--- src/rtl/spi_port_pkg.sv ---
// Shared constants for the serial command/status port.
// Assumes a fixed 16-bit command layout with overcurrent-shutdown enable at bit 13.
package spi_port_pkg;
    localparam int          WORD_BITS  = 16;
    localparam logic [15:0] CTRL_RESET = 16'h2000;
    localparam int          N_RESERVED = 3;
    localparam logic [N_RESERVED-1:0][15:0] RESERVED_WORDS = {16'hE180, 16'hE600, 16'hF800};

    // True when the word is one of the reserved test words.
    function automatic logic is_reserved(input logic [15:0] w);
        logic hit;
        hit = 1'b0;
        for (int i = 0; i < N_RESERVED; i++) begin
            if (w == RESERVED_WORDS[i]) hit = 1'b1;
        end
        return hit;
    endfunction
endpackage

--- src/rtl/spi_sync.sv ---
// Multi-bit, multi-stage synchroniser. Each bit is treated independently;
// assumes inputs change slowly relative to clk.
module spi_sync #(
    parameter int             W       = 3,
    parameter int             STAGES  = 2,
    parameter logic [W-1:0]   RST_VAL = '0
) (
    input  logic         clk,
    input  logic         rst_n,
    input  logic [W-1:0] d,
    output logic [W-1:0] q
);
    logic [STAGES-1:0][W-1:0] chain;

    generate
        for (genvar s = 0; s < STAGES; s++) begin : g_stage
            // Move each sample one stage further down the chain.
            always_ff @(posedge clk) begin
                if (!rst_n)      chain[s] <= RST_VAL;
                else if (s == 0) chain[s] <= d;
                else             chain[s] <= chain[(s == 0) ? 0 : s-1];
            end
        end
    endgenerate

    assign q = chain[STAGES-1];
endmodule

--- src/rtl/spi_rx_shift.sv ---
// Receive shifter: takes bits LSB first and counts the sampling edges.
// The count saturates at WORD_W+1 so that overlong frames stay distinguishable.
module spi_rx_shift #(
    parameter int WORD_W = 16,
    localparam int CNT_W = $clog2(WORD_W + 2)
) (
    input  logic              clk,
    input  logic              rst_n,
    input  logic              clear,
    input  logic              shift,
    input  logic              din,
    output logic [WORD_W-1:0] word,
    output logic [CNT_W-1:0]  count,
    output logic              exact
);
    localparam logic [CNT_W-1:0] CNT_FULL = CNT_W'(WORD_W);
    localparam logic [CNT_W-1:0] CNT_OVER = CNT_W'(WORD_W + 1);

    // Shift a new bit in at the top so that the first bit ends up at bit 0.
    always_ff @(posedge clk) begin
        if (!rst_n)     word <= '0;
        else if (shift) word <= {din, word[WORD_W-1:1]};
    end

    // Count the sampling edges of the current frame, saturating past full.
    always_ff @(posedge clk) begin
        if (!rst_n || clear)                 count <= '0;
        else if (shift && count != CNT_OVER) count <= count + 1'b1;
    end

    assign exact = (count == CNT_FULL);
endmodule

--- src/rtl/spi_tx_shift.sv ---
// Transmit shifter: loads the status snapshot when a frame opens and presents
// one bit per rising serial edge, LSB first, refilling with zeros.
module spi_tx_shift #(
    parameter int WORD_W = 16
) (
    input  logic              clk,
    input  logic              rst_n,
    input  logic              load,
    input  logic [WORD_W-1:0] load_val,
    input  logic              shift,
    output logic              bit_out
);
    logic [WORD_W-1:0] hold;

    // Hold the snapshot and step it one bit at a time.
    always_ff @(posedge clk) begin
        if (!rst_n)     hold <= '0;
        else if (load)  hold <= load_val;
        else if (shift) hold <= hold >> 1;
    end

    // Register the presented bit so it only moves on a shift.
    always_ff @(posedge clk) begin
        if (!rst_n || load) bit_out <= 1'b0;
        else if (shift)     bit_out <= hold[0];
    end
endmodule

--- src/rtl/spi_cmd_reg.sv ---
// Control register with commit-on-release and reserved-word guard.
// Assumes 'apply' pulses once per frame end.
module spi_cmd_reg
    import spi_port_pkg::*;
#(
    parameter int WORD_W = 16
) (
    input  logic              clk,
    input  logic              rst_n,
    input  logic              apply,
    input  logic              frame_ok,
    input  logic [WORD_W-1:0] word,
    output logic [WORD_W-1:0] ctrl,
    output logic              test_seen
);
    logic reserved;
    assign reserved = is_reserved(word);

    // Commit a complete, ordinary command at frame end.
    always_ff @(posedge clk) begin
        if (!rst_n)                              ctrl <= CTRL_RESET;
        else if (apply && frame_ok && !reserved) ctrl <= word;
    end

    // Remember that a reserved word arrived; cleared only by reset.
    always_ff @(posedge clk) begin
        if (!rst_n)                             test_seen <= 1'b0;
        else if (apply && frame_ok && reserved) test_seen <= 1'b1;
    end
endmodule

--- src/rtl/spi_ctrl_port.sv ---
// Top of the serial command/status port. Synchronises the serial inputs,
// detects edges, and ties the shifters and control register together.
// Assumes clk runs at least 8x the serial clock, with sclk idling low.
module spi_ctrl_port
    import spi_port_pkg::*;
#(
    parameter int SYNC_STAGES = 2
) (
    input  logic        clk,
    input  logic        rst_n,
    input  logic        sclk_i,
    input  logic        csn_i,
    input  logic        sdi_i,
    input  logic [15:0] status_i,
    output logic        sdo_o,
    output logic        sdo_en_o,
    output logic [15:0] ctrl_o,
    output logic        test_seen_o
);
    localparam int WORD_W = WORD_BITS;
    localparam int CNT_W  = $clog2(WORD_W + 2);

    logic             csn_s, sclk_s, sdi_s;
    logic             csn_d, sclk_d;
    logic             cs_fall, cs_rise, sclk_fall, sclk_rise;
    logic             frame_on;
    logic             tx_bit;
    logic [WORD_W-1:0] rx_word;
    logic [CNT_W-1:0]  rx_count;
    logic             rx_exact;

    spi_sync #(.W(3), .STAGES(SYNC_STAGES), .RST_VAL(3'b100)) u_sync (
        .clk  (clk),
        .rst_n(rst_n),
        .d    ({csn_i, sclk_i, sdi_i}),
        .q    ({csn_s, sclk_s, sdi_s})
    );

    // Keep the previous synchronised levels for edge detection.
    always_ff @(posedge clk) begin
        if (!rst_n) begin
            csn_d  <= 1'b1;
            sclk_d <= 1'b0;
        end else begin
            csn_d  <= csn_s;
            sclk_d <= sclk_s;
        end
    end

    assign cs_fall   =  csn_d && !csn_s;
    assign cs_rise   = !csn_d &&  csn_s;
    assign sclk_fall =  sclk_d && !sclk_s && frame_on;
    assign sclk_rise = !sclk_d &&  sclk_s && frame_on;

    // Track whether a frame is open; this also drives the pad enable.
    always_ff @(posedge clk) begin
        if (!rst_n)       frame_on <= 1'b0;
        else if (cs_fall) frame_on <= 1'b1;
        else if (cs_rise) frame_on <= 1'b0;
    end

    spi_rx_shift #(.WORD_W(WORD_W)) u_rx (
        .clk  (clk),
        .rst_n(rst_n),
        .clear(cs_fall),
        .shift(sclk_fall),
        .din  (sdi_s),
        .word (rx_word),
        .count(rx_count),
        .exact(rx_exact)
    );

    spi_tx_shift #(.WORD_W(WORD_W)) u_tx (
        .clk     (clk),
        .rst_n   (rst_n),
        .load    (cs_fall),
        .load_val(status_i),
        .shift   (sclk_rise),
        .bit_out (tx_bit)
    );

    spi_cmd_reg #(.WORD_W(WORD_W)) u_cmd (
        .clk      (clk),
        .rst_n    (rst_n),
        .apply    (cs_rise),
        .frame_ok (rx_exact),
        .word     (rx_word),
        .ctrl     (ctrl_o),
        .test_seen(test_seen_o)
    );

    assign sdo_en_o = frame_on;
    assign sdo_o    = frame_on ? tx_bit : 1'b0;
endmodule

--- config.mk ---
export PLATFORM = sky130hd
export DESIGN_NAME = spi_ctrl_port
export DESIGN_NICKNAME = d
export VERILOG_FILES = /design/src/rtl/spi_port_pkg.sv /design/src/rtl/spi_sync.sv /design/src/rtl/spi_rx_shift.sv /design/src/rtl/spi_tx_shift.sv /design/src/rtl/spi_cmd_reg.sv /design/src/rtl/spi_ctrl_port.sv
export SDC_FILE = /design/constraint.sdc
export NUM_CORES = 1
export LEC_CHECK = 0
export BUFFER_PORTS_ARGS = -buffer_cell sky130_fd_sc_hd__buf_2
export CORE_ASPECT_RATIO = 0.7
export CORE_MARGIN = 1.5
export CORE_UTILIZATION = 45
export CTS_BUF_LIST = sky130_fd_sc_hd__clkbuf_2
export DETAILED_ROUTE_END_ITERATION = 16
export GPL_TIMING_DRIVEN = 0
export PLACE_DENSITY_LB_ADDON = 0.15
export REMOVE_ABC_BUFFERS = 1
export SETUP_SLACK_MARGIN = 0.4
export SLEW_MARGIN = 5
export SYNTH_ARGS = -nofsm -noshare
export SYNTH_HDL_FRONTEND = slang
export SYNTH_SLANG_ARGS = --single-unit
--- constraint.sdc ---
create_clock -name clk -period 3 [get_ports clk]
set_input_delay 0.3 -clock clk [delete_from_list [all_inputs] [get_ports clk]]
set_output_delay 0.3 -clock clk [all_outputs]
set_load 0.005 [all_outputs]
==> metrics.txt <==
met2 usage between 20% and 30%; number of global-route vias before repair 1,751; Clk pin slew, worst setup/hold paths 0.16 ns; Fin Hold WS roughly 0.13 ns; number of cells produced by synthesis about 300; reported max-cap violation count 0; overall routing resource usage 16.6%; share of layout cells above drive strength 1 roughly 17%; number of warnings issued by yosys 0; Wirelength per Cell ~11 microns; most frequent standard cell in the layout excluding fill and tap cells sky130_fd_sc_hd__nand2_1; number of buffers added by the clock tree synthesis step 9; sum of net half-perimeters after detailed placement 2970 microns; initial antenna violation count 0; required time of the critical path 3.37 ns; final design instance area without fill just over 3000 sq um; die width around 95 microns; delay contributed by the slowest stage of the critical path 0.57 ns; Setup Skew approximately 0.015 ns; number of DRC violations after detailed routing 0; first-pass iteration count of the detailed router 6; category of the worst setup path capture point register; area occupied by multi-input gates 1290 sq um; final number of max-transition violations 0; post-layout worst setup margin 0.953 ns; H-tree depth 3; final setup fails 0; R2R Setup Slk approximately 0.95 ns; critical path's slowest cell sky130_fd_sc_hd__a21oi_1; Worst Setup Path Type reg2reg; transition time at the pin with the least slew margin around 1.1 ns; number of cells on the critical path 5; Slew HR a little under a quarter; setup TNS after final layout 0 ns; average size of a mapped cell 9.00 sq um; row cnt 23; IR Drop Worst-Case VDD 0.000309 V; run status finished clean; total global routing overflow 0; post-layout net count 360; initial cell density of the core roughly 47%; maximum number of pins on one net before global-route repair 76; setup repair after global routing missed its margin no; number of routed nets with antenna violations 0; netlist area before placement 2670 sq um; Synth-to-Final Area Change 12.8%; leak pwr 1.27 nW; CP Cell Sequence nand3b_1 -> a21oi_1 -> nand4_1 -> xor2_1 -> nor2_1; worst min-delay path category in2reg; crit path DAT 2.41 ns; final critical delay including setup and external delays between 2 and 2.5 ns; height of the die a little under 70 microns; placer congestion estimate between 0.7 and 0.8; number of register bits inferred by synthesis 64; CTS Hold Buffers Added 3; count of filler cells inserted in the layout ~560; Max Fclk about 0.49 GHz; Pwr per Cell Area roughly 470 nW/um^2; highest fanout seen on the critical path 17; area of placed instances between 2000 and 3000 sq um; nature of the critical path startpoint register; number of gates resized after cts 0; share of the yosys chip area belonging to registers ~48%; Seq. cell area about 1300 sq um; drt initial violations between 100 and 150; crit-path leading delay family simple AND/OR/NAND/NOR gates; clock latency on the worst-skew pair about 0.46 ns; GR Layer Usage met3 about 7.8%; final standard cell count with taps included and fillers excluded approximately 410; instance count after placement with tap cells included between 300 and 400; Finished Core Util 52.7%; core area about 5700 sq um; Max clock buf depth 2; total number of vias 1,965; clk sinks 64; number of cells on the worst hold path 4; layer with the highest usage after global routing met2; TritonCTS clock tree built; pre-CTS worst setup slack 0.942 ns; number of vias per cell 4.75; Final Hold Violating Endpoints 0; most frequent cells in the layout 82 x sky130_fd_sc_hd__nand2_1, 64 x sky130_fd_sc_hd__dfxtp_1, 39 x sky130_fd_sc_hd__buf_2; Crit path buffers/inverters 0; count of input and output buffers 39; boundary pin count 40; reg2reg path depth 5; Die Area ~6400 sq um; Total Power between 1 and 1.5 mW; Clk Tree Root Cell sky130_fd_sc_hd__clkbuf_2; number of antenna cells inserted 0; setup repair bufs after CTS 0; total wire length about 4700 microns; fraction of met1 tracks used by global routing between 20% and 30%; number of distinct library cells after synthesis 30; wire length of the first global-routing pass about 8000 microns; share of the cycle needed by the critical path after routing ~68%
==> path summary, 6_finish.rpt <==
kind | from | endpoint
min | status_i[2] | u_tx.hold[2]$_SDFFE_PN0P_
min reg2reg | u_sync.chain[2]$_SDFF_PN1_ | u_sync.q[2]$_SDFF_PN1_
max | sdo_en_o$_SDFFE_PN0P_ | u_rx.count[3]$_SDFFE_PP0P_
max reg2reg | sdo_en_o$_SDFFE_PN0P_ | u_rx.count[3]$_SDFFE_PP0P_
==> layout make-up <==
| cell class | count | share of cell area, % |
|---|---|---|
| inverter | 4 | 0.498 |
| tap | 75 | 3.11 |
| multi-input combinational | 213 | 42.9 |
| timing repair buffer | 42 | 7.47 |
| clock inverter | 4 | 1.49 |
| sequential | 64 | 42.5 |
| clock buffer | 12 | 1.99 |
==> power breakdown <==
group	switching, mW	internal (mW)	leakage (nW)
Clock	0.285	0.200	0.0757
Combinational	0.0295	0.0288	0.675
Sequential	0.00538	0.862	0.518
==> kinds of logic (layout without fill, tap and decap cells) <==
| group | Yosys count | in the layout | synth area share, % |
|---|---|---|---|
| compound gates | 37 | 37 | 8.80 |
| xor+xnor | 4 | 4 | 1.31 |
| fa+ha+maj | 5 | 5 | 2.34 |
| buf+inv | 20 | 62 | 3.65 |
| flops | 64 | 64 | 47.9 |
| mux | 33 | 33 | 12.4 |
| simple gates | 134 | 134 | 23.6 |
==> worst reg2reg max path, delay by kind of cell (launching register included) <==
kind / cells / cell delay (ns)
flops: 1 / 0.47
simple gates: 3 / 0.77
compound gates: 1 / 0.57
xor+xnor: 1 / 0.16
==> Yosys cell counts <==
| cell type | instances | area share [%] |
|---|---|---|
| sky130_fd_sc_hd__dfxtp_1 | 64 | 48 |
| sky130_fd_sc_hd__ha_1 | 5 | 2.3 |
| sky130_fd_sc_hd__nand3_1 | 2 | 0.37 |
| sky130_fd_sc_hd__nor3b_1 | 1 | 0.28 |
| sky130_fd_sc_hd__clkbuf_1 | 12 | 1.7 |
| sky130_fd_sc_hd__buf_4 | 1 | 0.28 |
| sky130_fd_sc_hd__a21oi_1 | 2 | 0.37 |
| sky130_fd_sc_hd__nand4_1 | 3 | 0.70 |
| sky130_fd_sc_hd__and4bb_2 | 1 | 0.47 |
| sky130_fd_sc_hd__xor2_1 | 3 | 0.98 |
| sky130_fd_sc_hd__inv_1 | 4 | 0.56 |
| sky130_fd_sc_hd__and2_1 | 22 | 5.1 |
| sky130_fd_sc_hd__buf_2 | 2 | 0.37 |
| sky130_fd_sc_hd__nand2b_1 | 3 | 0.70 |
| sky130_fd_sc_hd__nor2b_1 | 4 | 0.94 |
| sky130_fd_sc_hd__nor2_4 | 1 | 0.42 |
| sky130_fd_sc_hd__and4bb_1 | 1 | 0.47 |
| sky130_fd_sc_hd__nand3b_1 | 2 | 0.56 |
| sky130_fd_sc_hd__nor4_1 | 2 | 0.47 |
| sky130_fd_sc_hd__nand2_1 | 82 | 12 |
| sky130_fd_sc_hd__o21a_1 | 1 | 0.28 |
| sky130_fd_sc_hd__nor4b_1 | 1 | 0.33 |
| sky130_fd_sc_hd__xnor2_1 | 1 | 0.33 |
| sky130_fd_sc_hd__nor2_1 | 9 | 1.3 |
| sky130_fd_sc_hd__buf_12 | 1 | 0.75 |
| sky130_fd_sc_hd__o21ai_0 | 16 | 3.0 |
| sky130_fd_sc_hd__o21ai_2 | 1 | 0.33 |
| sky130_fd_sc_hd__a21boi_0 | 16 | 4.5 |
| sky130_fd_sc_hd__mux2i_1 | 33 | 12 |
| sky130_fd_sc_hd__a21oi_2 | 1 | 0.33 |
==> routing by layer <==
metal / part of all wire, % / routed length, microns
met3: 4.6 / 215
met2: 41 / 1940
met4: 0.57 / 27
met1: 54 / 2520
met5: 0 / 0
==> registers in the layout, summed over array words and instances (netlist names), 3 cells and up <==
register,flops
u_cmd.ctrl,16
u_rx.word,16
u_tx.hold,16
u_rx.count,5
u_sync.chain,3
u_sync.q,3
Power figures use the tool's default switching activity.
